===== config.mk =====
export PLATFORM = sky130hd
export DESIGN_NAME = hyst_pwm_ctrl
export DESIGN_NICKNAME = d
export VERILOG_FILES = /design/src/rtl/hp_pkg.sv /design/src/rtl/hp_sync.sv /design/src/rtl/hp_cycle_timer.sv /design/src/rtl/hp_gate_ctl.sv /design/src/rtl/hp_meter.sv /design/src/rtl/hyst_pwm_ctrl.sv
export SDC_FILE = /design/constraint.sdc
export NUM_CORES = 1
export LEC_CHECK = 0
export BUFFER_PORTS_ARGS = -buffer_cell sky130_fd_sc_hd__buf_2
export CORE_MARGIN = 3
export CORE_UTILIZATION = 40
export CTS_BUF_LIST = sky130_fd_sc_hd__clkbuf_8 sky130_fd_sc_hd__clkbuf_16
export DETAILED_ROUTE_END_ITERATION = 16
export SETUP_SLACK_MARGIN = 0.15
export SLEW_MARGIN = 0
export SYNTH_ARGS = -nofsm -noshare
export SYNTH_HDL_FRONTEND = slang
export SYNTH_SLANG_ARGS = --single-unit

===== constraint.sdc =====
create_clock -name clk_i -period 11.5 [get_ports clk_i]
set_input_delay 1.15 -clock clk_i [delete_from_list [all_inputs] [get_ports clk_i]]
set_output_delay 1.15 -clock clk_i [all_outputs]
set_load 0.01 [all_outputs]

===== src/rtl/hp_pkg.sv =====
package hp_pkg;
  typedef enum logic {
    MODE_TRIM   = 1'b0,  // release when min-on expires
    MODE_CHARGE = 1'b1   // hold until peak seen
  } cyc_mode_e;
endpackage


===== src/rtl/hp_sync.sv =====
module hp_sync #(
  parameter int W = 2
) (
  input  logic         clk_i,
  input  logic         rst_ni,
  input  logic [W-1:0] d_i,
  output logic [W-1:0] q_o
);
  for (genvar i = 0; i < W; i++) begin : g_bit
    logic s1_q, s2_q;
    always_ff @(posedge clk_i or negedge rst_ni) begin
      if (!rst_ni) begin
        s1_q <= 1'b0;
        s2_q <= 1'b0;
      end else begin
        s1_q <= d_i[i];
        s2_q <= s1_q;
      end
    end
    assign q_o[i] = s2_q;
  end
endmodule


===== src/rtl/hp_cycle_timer.sv =====
module hp_cycle_timer #(
  parameter int CNT_W = 16
) (
  input  logic             clk_i,
  input  logic             rst_ni,
  input  logic             en_i,
  input  logic [CNT_W-1:0] period_i,
  output logic             start_o,
  output logic             strobe_o,
  output logic [CNT_W-1:0] cnt_o,
  output logic [CNT_W-1:0] min_on_o
);
  localparam int MUL_W = CNT_W + 7;

  logic [CNT_W-1:0] cnt_q, per_q, mon_q, p_eff, mon_d;
  logic [MUL_W-1:0] prod;
  logic             run_q, strobe_q;

  assign p_eff = (period_i < CNT_W'(2)) ? CNT_W'(2) : period_i;
  // ceil(8*P/100)
  assign prod  = (MUL_W'(p_eff) << 3) + MUL_W'(99);
  assign mon_d = CNT_W'(prod / MUL_W'(100));

  assign start_o = en_i && (!run_q || cnt_q == per_q - CNT_W'(1));

  always_ff @(posedge clk_i or negedge rst_ni) begin
    if (!rst_ni) begin
      cnt_q    <= '0;
      per_q    <= CNT_W'(2);
      mon_q    <= CNT_W'(1);
      run_q    <= 1'b0;
      strobe_q <= 1'b0;
    end else if (!en_i) begin
      cnt_q    <= '0;
      run_q    <= 1'b0;
      strobe_q <= 1'b0;
    end else if (start_o) begin
      cnt_q    <= '0;
      per_q    <= p_eff;
      mon_q    <= mon_d;
      run_q    <= 1'b1;
      strobe_q <= 1'b1;
    end else begin
      cnt_q    <= cnt_q + CNT_W'(1);
      strobe_q <= 1'b0;
    end
  end

  assign strobe_o = strobe_q;
  assign cnt_o    = cnt_q;
  assign min_on_o = mon_q;
endmodule


===== src/rtl/hp_gate_ctl.sv =====
module hp_gate_ctl #(
  parameter int CNT_W = 16
) (
  input  logic             clk_i,
  input  logic             rst_ni,
  input  logic             en_i,
  input  logic             start_i,
  input  logic [CNT_W-1:0] cnt_i,
  input  logic [CNT_W-1:0] min_on_i,
  input  logic             peak_i,
  input  logic             low_i,
  output logic             gate_o
);
  import hp_pkg::*;

  cyc_mode_e mode_q;
  logic      gate_q, expired, release_now;

  // cnt_i is the pre-edge count, so the edge ending clock M sees M-1
  assign expired     = cnt_i >= (min_on_i - CNT_W'(1));
  assign release_now = gate_q && expired && (mode_q == MODE_TRIM || peak_i);

  always_ff @(posedge clk_i or negedge rst_ni) begin
    if (!rst_ni) begin
      gate_q <= 1'b0;
      mode_q <= MODE_TRIM;
    end else if (!en_i) begin
      gate_q <= 1'b0;
    end else if (start_i) begin
      gate_q <= 1'b1;
      mode_q <= low_i ? MODE_CHARGE : MODE_TRIM;
    end else if (release_now) begin
      gate_q <= 1'b0;
    end
  end

  assign gate_o = gate_q;
endmodule


===== src/rtl/hp_meter.sv =====
module hp_meter #(
  parameter int CNT_W = 16,
  parameter int RUN_W = 8
) (
  input  logic             clk_i,
  input  logic             rst_ni,
  input  logic             en_i,
  input  logic             start_i,
  input  logic             gate_i,
  output logic [CNT_W-1:0] duty_o,
  output logic [RUN_W-1:0] run_o
);
  logic [CNT_W-1:0] acc_q, duty_q;
  logic [RUN_W-1:0] run_q;
  logic [CNT_W-1:0] acc_nx;

  assign acc_nx = acc_q + CNT_W'(gate_i);

  always_ff @(posedge clk_i or negedge rst_ni) begin
    if (!rst_ni) begin
      acc_q  <= '0;
      duty_q <= '0;
      run_q  <= '0;
    end else if (!en_i) begin
      acc_q  <= '0;
      duty_q <= '0;
      run_q  <= '0;
    end else if (start_i) begin
      acc_q  <= '0;
      duty_q <= acc_nx;
      if (!gate_i)            run_q <= '0;
      else if (run_q != '1)   run_q <= run_q + RUN_W'(1);
    end else begin
      acc_q  <= acc_nx;
    end
  end

  assign duty_o = duty_q;
  assign run_o  = run_q;
endmodule


===== src/rtl/hyst_pwm_ctrl.sv =====
module hyst_pwm_ctrl #(
  parameter int CNT_W = 16,
  parameter int RUN_W = 8
) (
  input  logic             clk_i,
  input  logic             rst_ni,
  input  logic             en_i,
  input  logic [CNT_W-1:0] period_i,
  input  logic             peak_i,
  input  logic             low_i,
  output logic             gate_o,
  output logic             cyc_start_o,
  output logic [CNT_W-1:0] duty_o,
  output logic [RUN_W-1:0] run_o
);
  logic [1:0]       flags_s;
  logic             start_now;
  logic [CNT_W-1:0] cnt_q, min_on_q;

  hp_sync #(.W(2)) u_sync (
    .clk_i (clk_i),
    .rst_ni(rst_ni),
    .d_i   ({peak_i, low_i}),
    .q_o   (flags_s)
  );

  hp_cycle_timer #(.CNT_W(CNT_W)) u_timer (
    .clk_i   (clk_i),
    .rst_ni  (rst_ni),
    .en_i    (en_i),
    .period_i(period_i),
    .start_o (start_now),
    .strobe_o(cyc_start_o),
    .cnt_o   (cnt_q),
    .min_on_o(min_on_q)
  );

  hp_gate_ctl #(.CNT_W(CNT_W)) u_gate (
    .clk_i   (clk_i),
    .rst_ni  (rst_ni),
    .en_i    (en_i),
    .start_i (start_now),
    .cnt_i   (cnt_q),
    .min_on_i(min_on_q),
    .peak_i  (flags_s[1]),
    .low_i   (flags_s[0]),
    .gate_o  (gate_o)
  );

  hp_meter #(.CNT_W(CNT_W), .RUN_W(RUN_W)) u_meter (
    .clk_i  (clk_i),
    .rst_ni (rst_ni),
    .en_i   (en_i),
    .start_i(start_now),
    .gate_i (gate_o),
    .duty_o (duty_o),
    .run_o  (run_o)
  );
endmodule


After elaboration in Yosys (flattened, before gate mapping). Index checks and enable logic that the tools add are counted.

Register bits after elaboration: 96. Input port bits: 21. Output and inout port bits: 26. Logic and storage cells: 56.

Add/subtract/negate cells: 6. Divide/modulo/power cells: 1. Order comparisons: 2. Eq/ne operators: 5. Muxes and demuxes: 19. Bitwise logic cells: 1. Reduce and logical (&&, ||, !) cells: 8.

Operator list (number): two-way mux 16 bit (7); two-way mux 8 bit (4); subtractor 16 x 1 -> 16 bit (second input constant) (2); divider 23 x 7 -> 23 bit (second input constant) (1); adder 19 x 7 -> 20 bit (second input constant) (1); adder 16 x 1 -> 16 bit (1); adder 16 x 1 -> 16 bit (second input constant) (1); == test 16 bit (1); >= comparator 16 bit (1); < comparator 16 x 2 -> 1 bit (second input constant) (1); adder 8 x 1 -> 8 bit (second input constant) (1); two-way mux 1 bit (8); inequality test 8 bit (second input constant) (1); AND reduction 2 bit (2); logical AND 1 bit (3); inequality test 3 x 1 -> 1 bit (second input constant) (1); inequality test 3 x 2 -> 1 bit (second input constant) (1); logical OR 1 bit (2); inequality test 2 x 1 -> 1 bit (second input constant) (1); logical NOT 1 bit (1); inverter 1 bit (1).

Logic depth before layout (Yosys ltp).
Depth in word-level cells: 7. Depth in mapped cells: 43. Gate-level depth less buffers: 36.

Modules after synthesis. Synthesis repeated with hierarchy kept, for this count alone.

Cell total of the unflattened synthesis: 1023. Area total of the unflattened synthesis: 8597.0 µm².

Modules (own cells, without submodules): hp_cycle_timer (instances 1, cells each 746, area each 5908.2 µm², sequential area each 1203.7 µm²); hp_meter (instances 1, cells each 184, area each 1859.3 µm², sequential area each 1001.0 µm²); hp_gate_ctl (instances 1, cells each 87, area each 714.4 µm², sequential area each 50.0 µm²); hp_sync (instances 1, cells each 6, area each 115.1 µm², sequential area each 100.1 µm²).

Worst setup path before layout. No wires, ideal clock.

Kind: in2reg. Start point: in period_i[2]. End point: reg u_timer.mon_q[0], in the netlist u_timer.min_on_o[0]. Arrival: 10.106 ns. Setup slack: 1.333 ns. Stages: 39. Path buffers: 4. Cell sequence: buf_6 -> clkbuf_1 -> clkinv_1 -> ha_1 -> nor2b_1 -> a22oi_1 -> or3_4 -> or4_4 -> nand2_2 -> buf_6 -> nand2_4 -> or4_1 -> o211a_1 -> a221o_1 -> o211ai_2 -> a211oi_1 -> o311a_1 -> and3_1 -> [... 3 more ...] -> o21ba_1 -> or3_1 -> buf_6 -> or4_4 -> a2bb2oi_4 -> a211oi_4 -> a21oi_4 -> mux2i_2 -> a31oi_4 -> xnor2_1 -> ha_1 -> o21ai_0 -> mux2i_1 -> nor2_1 -> a221oi_1 -> a21oi_1 -> a311oi_1 -> o32a_1.

Word-level cells in the longest chain between the ends: 4.

RTL lines: start, declared (line hyst_pwm_ctrl.sv:8) `input logic [CNT_W-1:0] period_i,`; < comparator 16 x 2 -> 1 bit (line hp_cycle_timer.sv:19) `assign p_eff = (period_i < CNT_W'(2)) ? CNT_W'(2) : period_i;`; two-way mux 16 bit * (line hp_cycle_timer.sv:19); adder 19 x 7 -> 20 bit * (line hp_cycle_timer.sv:21) `assign prod = (MUL_W'(p_eff) << 3) + MUL_W'(99);`; divider 23 x 7 -> 23 bit * (line hp_cycle_timer.sv:22) `assign mon_d = CNT_W'(prod / MUL_W'(100));`; end signal, assigned (line hp_cycle_timer.sv:40) `mon_q <= mon_d;`; end, declared (line hp_cycle_timer.sv:15) `logic [CNT_W-1:0] cnt_q, per_q, mon_q, p_eff, mon_d;`.

Every way passes the cells marked *; elsewhere a longest branch is shown, timed or not. A chain may end at the register's enable or synchronous reset.

Worst setup path in the final report. Same ends and word-level chain as after synthesis.

==> results.toml <==
[drt]
firstDrtPassIters = 5
wl_met2_um = 10300
vias_per_cell = 5.83
ant_nets = 0
drt-met1-wl_um = 10300
vias = 7917
drc = 0
wl_um = 21800
wl_per_cell_um = 16.0
dr_wl_met3_um = 911
drtIter0Drc = 472
top_layer = "met5"

[clock_tree]
cts_num_sinks = 94
cts_root_buf = "clkbuf_16"
post_cts_buffers = 0
cts_tree = "done"
clkLatencyLatePin_ns = 0.35
clk_pin_slew_ns = 0.06
cts.path.max_buffers = 2
htree_num_levels = 3
cts_buffers = 9

[die]
core_area_sq_mm = 0.0205
ios = 47
fp.dieW_um = 151
dieArea_sq_mm = 0.0229
die-height_um = 151
rows = 52
start_util = 0.413

[power_and_ir_drop]
power_uw = 2560
p_leak_uw = 0.00399
vdd_drop_max_uv = 221
p_per_area_mw_per_mm2 = 273

[synth]
yosysSeqAreaShare = 0.278
synthTopCellsByArea = "dfrtp_1 (27%), nand2_1 (5.9%), xnor2_1 (5.0%)"
async_flop_share = 1.00
syn_nets = 1095
synth_area_leader_cell = "dfrtp_1"
netlist_area_sq_mm = 0.00846
synth.avg_cell_area_sq_um = 8.09
synth_top_area_frac = 0.272
synthMostInstantiatedCell = "nand2_1"
yosysWarnings = 0
synthCells = 1046
synth_edf_count = 0
synth-seq-cells = 94
synth_ff_type = "dfrtp_1"
synth_cell_type_count = 101
synthTopCellsByCount = "nand2_1 (134), nor2_1 (99), dfrtp_1 (92)"

[finish]
fin_area_sq_mm = 0.00936
drive_gt1_frac = 0.132
n_antenna_cell = 0
areaGrowthSynthToFinish_pct = 10.6
fin_cells = 1357
nets = 1131
fill_cells = 2030

[sta]
fin_ws_ns = 0.918
tightest_slew_ns = 0.949
fin_crit_sh = 0.920
setup_viol = 0
max_freq_mhz = 94.5
slew_violations = 0
rsz0062_at_grt = "no"
fin_skew_ns = 0.00953
max_slew_margin = 0.365
hold_viol_final = 0
finalSetupTns_ns = 0
period_needed_ns = 10.58

[place]
place_congestion = 0.906
portBuffers = 46
place_area_sq_mm = 0.00901
pre_cts_ws_ns = 0.645
dpl.cell_count = 1341
place_hpwl_um = 16500

[worst_setup_path]
critPathMaxStageDelay_ns = 0.57
start_kind = "input pin"
cpMostUsedCell = "ha_1"
crit_fanout = 11
crit_required_ns = 11.79
critPathCaptureType = "register"
path_class = "in2reg"
startpoint = "period_i[2]"
cpMaxStageDelayCell = "or4_4"
worstReg2RegStart = "u_timer.per_q[3]$_DFFE_PN0P_"
crit_arrival_ns = 10.87

[flow_run]
drv_cap = 0

[hold_path]
hold_path_class = "reg2reg"
holdCritStartpoint = "u_sync.g_bit[0].s1_q$_DFF_PN0_"

[global_route]
grt.total_usage = 0.193
grt_pass1_wl_um = 36800
grt_pass1_vias = 7339
antenna_found_initial = 1
grt-ovfl-total = 0
grt_max_degree = 58

[outcome]
status = "complete, no violations"
==> state kept, by name, indices dropped and copies added, names as in the netlist <==
signal	count
u_gate.gate_o	1
u_gate.mode_q	1
u_meter.acc_q	16
u_meter.duty_o	16
u_meter.run_o	8
u_sync.g_bit.s1_q	2
u_sync.g_bit.s2_q	2
u_timer.cnt_o	16
u_timer.min_on_o	14
u_timer.per_q	16
u_timer.run_q	1
u_timer.strobe_o	1
==> what timing repair did <==
| action | CTS | global route |
|---|---|---|
| hold buffers | 0 | 0 |
| endpoints found under the setup margin | 0 | 1 |
| gates resized for setup | 0 | 5 |
| endpoints found under the hold margin | 0 | 0 |
==> layer usage <==
metal  up-vias  GRT usage
met2       203      0.322
met3        25     0.0230
met5         -          0
met4         2     0.0449
met1      3738      0.267
li1       3949          -
==> critical path, delay by kind of cell <==
kind            cells  cell delay, ns
xor+xnor            1            0.25
mux                 2            0.50
fa+ha+maj           2            0.66
compound gates     19            4.77
buf+inv             2            0.30
simple gates       11            3.23
==> placed cells by master (no fill, tap or decap), types with 33 or more instances in the layout <==
master and n:
nand2_1 134, xnor2_1 48, dfrtp_1 92, nand3_1 44, buf_2 45, nor3_1 33, xor2_1 37, nor2_1 99
o21ai_0 65, a21oi_1 49
==> area by class of cell <==
class                      count  area (sq um)  share of cell area
clock buffer                  10           239              0.0255
multi-input combinational    878          5840               0.624
inverter                      31           116              0.0124
sequential                    94          2350               0.252
clock inverter                 6          70.1             0.00749
tap                          270           338              0.0361
timing repair buffer          68           398              0.0425
==> path summary, 6_finish.rpt <==
kind | to | slack, ns | depth (start not counted)
worst max-delay path | u_timer.min_on_o[0]$_DFFE_PN1P_ | 0.92 | 37
worst min-delay path | u_sync.g_bit[0].s2_q$_DFF_PN0_ | 0.35 | 0
worst max register to register | u_timer.min_on_o[8]$_DFFE_PN0P_ | 6.67 | 17
worst min register to register | u_sync.g_bit[0].s2_q$_DFF_PN0_ | 0.35 | 0
max in group asynchronous | u_meter.acc_q[11]$_DFF_PN0_ | 9.65 | 2
min in group asynchronous | u_meter.run_o[5]$_DFFE_PN0P_ | 0.77 | 1
==> power breakdown <==
part / switching (uW) / total (uW) / internal (uW)
combinational: 1070 / 1860 / 781
sequential: 35.3 / 399 / 363
clock: 130 / 306 / 176
==> cell families (layout without fill, tap and decap cells) <==
logic type / Yosys count / in the layout / share of synthesized area
AND/OR/NAND/NOR: 443 / 443 / 0.260
AO/OA/AOI/OAI: 308 / 308 / 0.277
flip-flops: 94 / 94 / 0.278
XOR/XNOR: 85 / 85 / 0.0880
buffers and inverters: 74 / 115 / 0.0374
adder cells (fa/ha/maj): 29 / 29 / 0.0427
multiplexers: 13 / 13 / 0.0161
==> per-stage QoR <==
stage / util / hold slack [ns]
2_1_floorplan: - / 0.331
3_3_place_gp: 0.440 / 0.334
3_5_place_dp: 0.440 / 0.337
4_1_cts: 0.455 / 0.352
5_1_grt: 0.457 / 0.354
6_report: 0.457 / 0.348
Note: power is estimated with default switching activity, not from simulation.
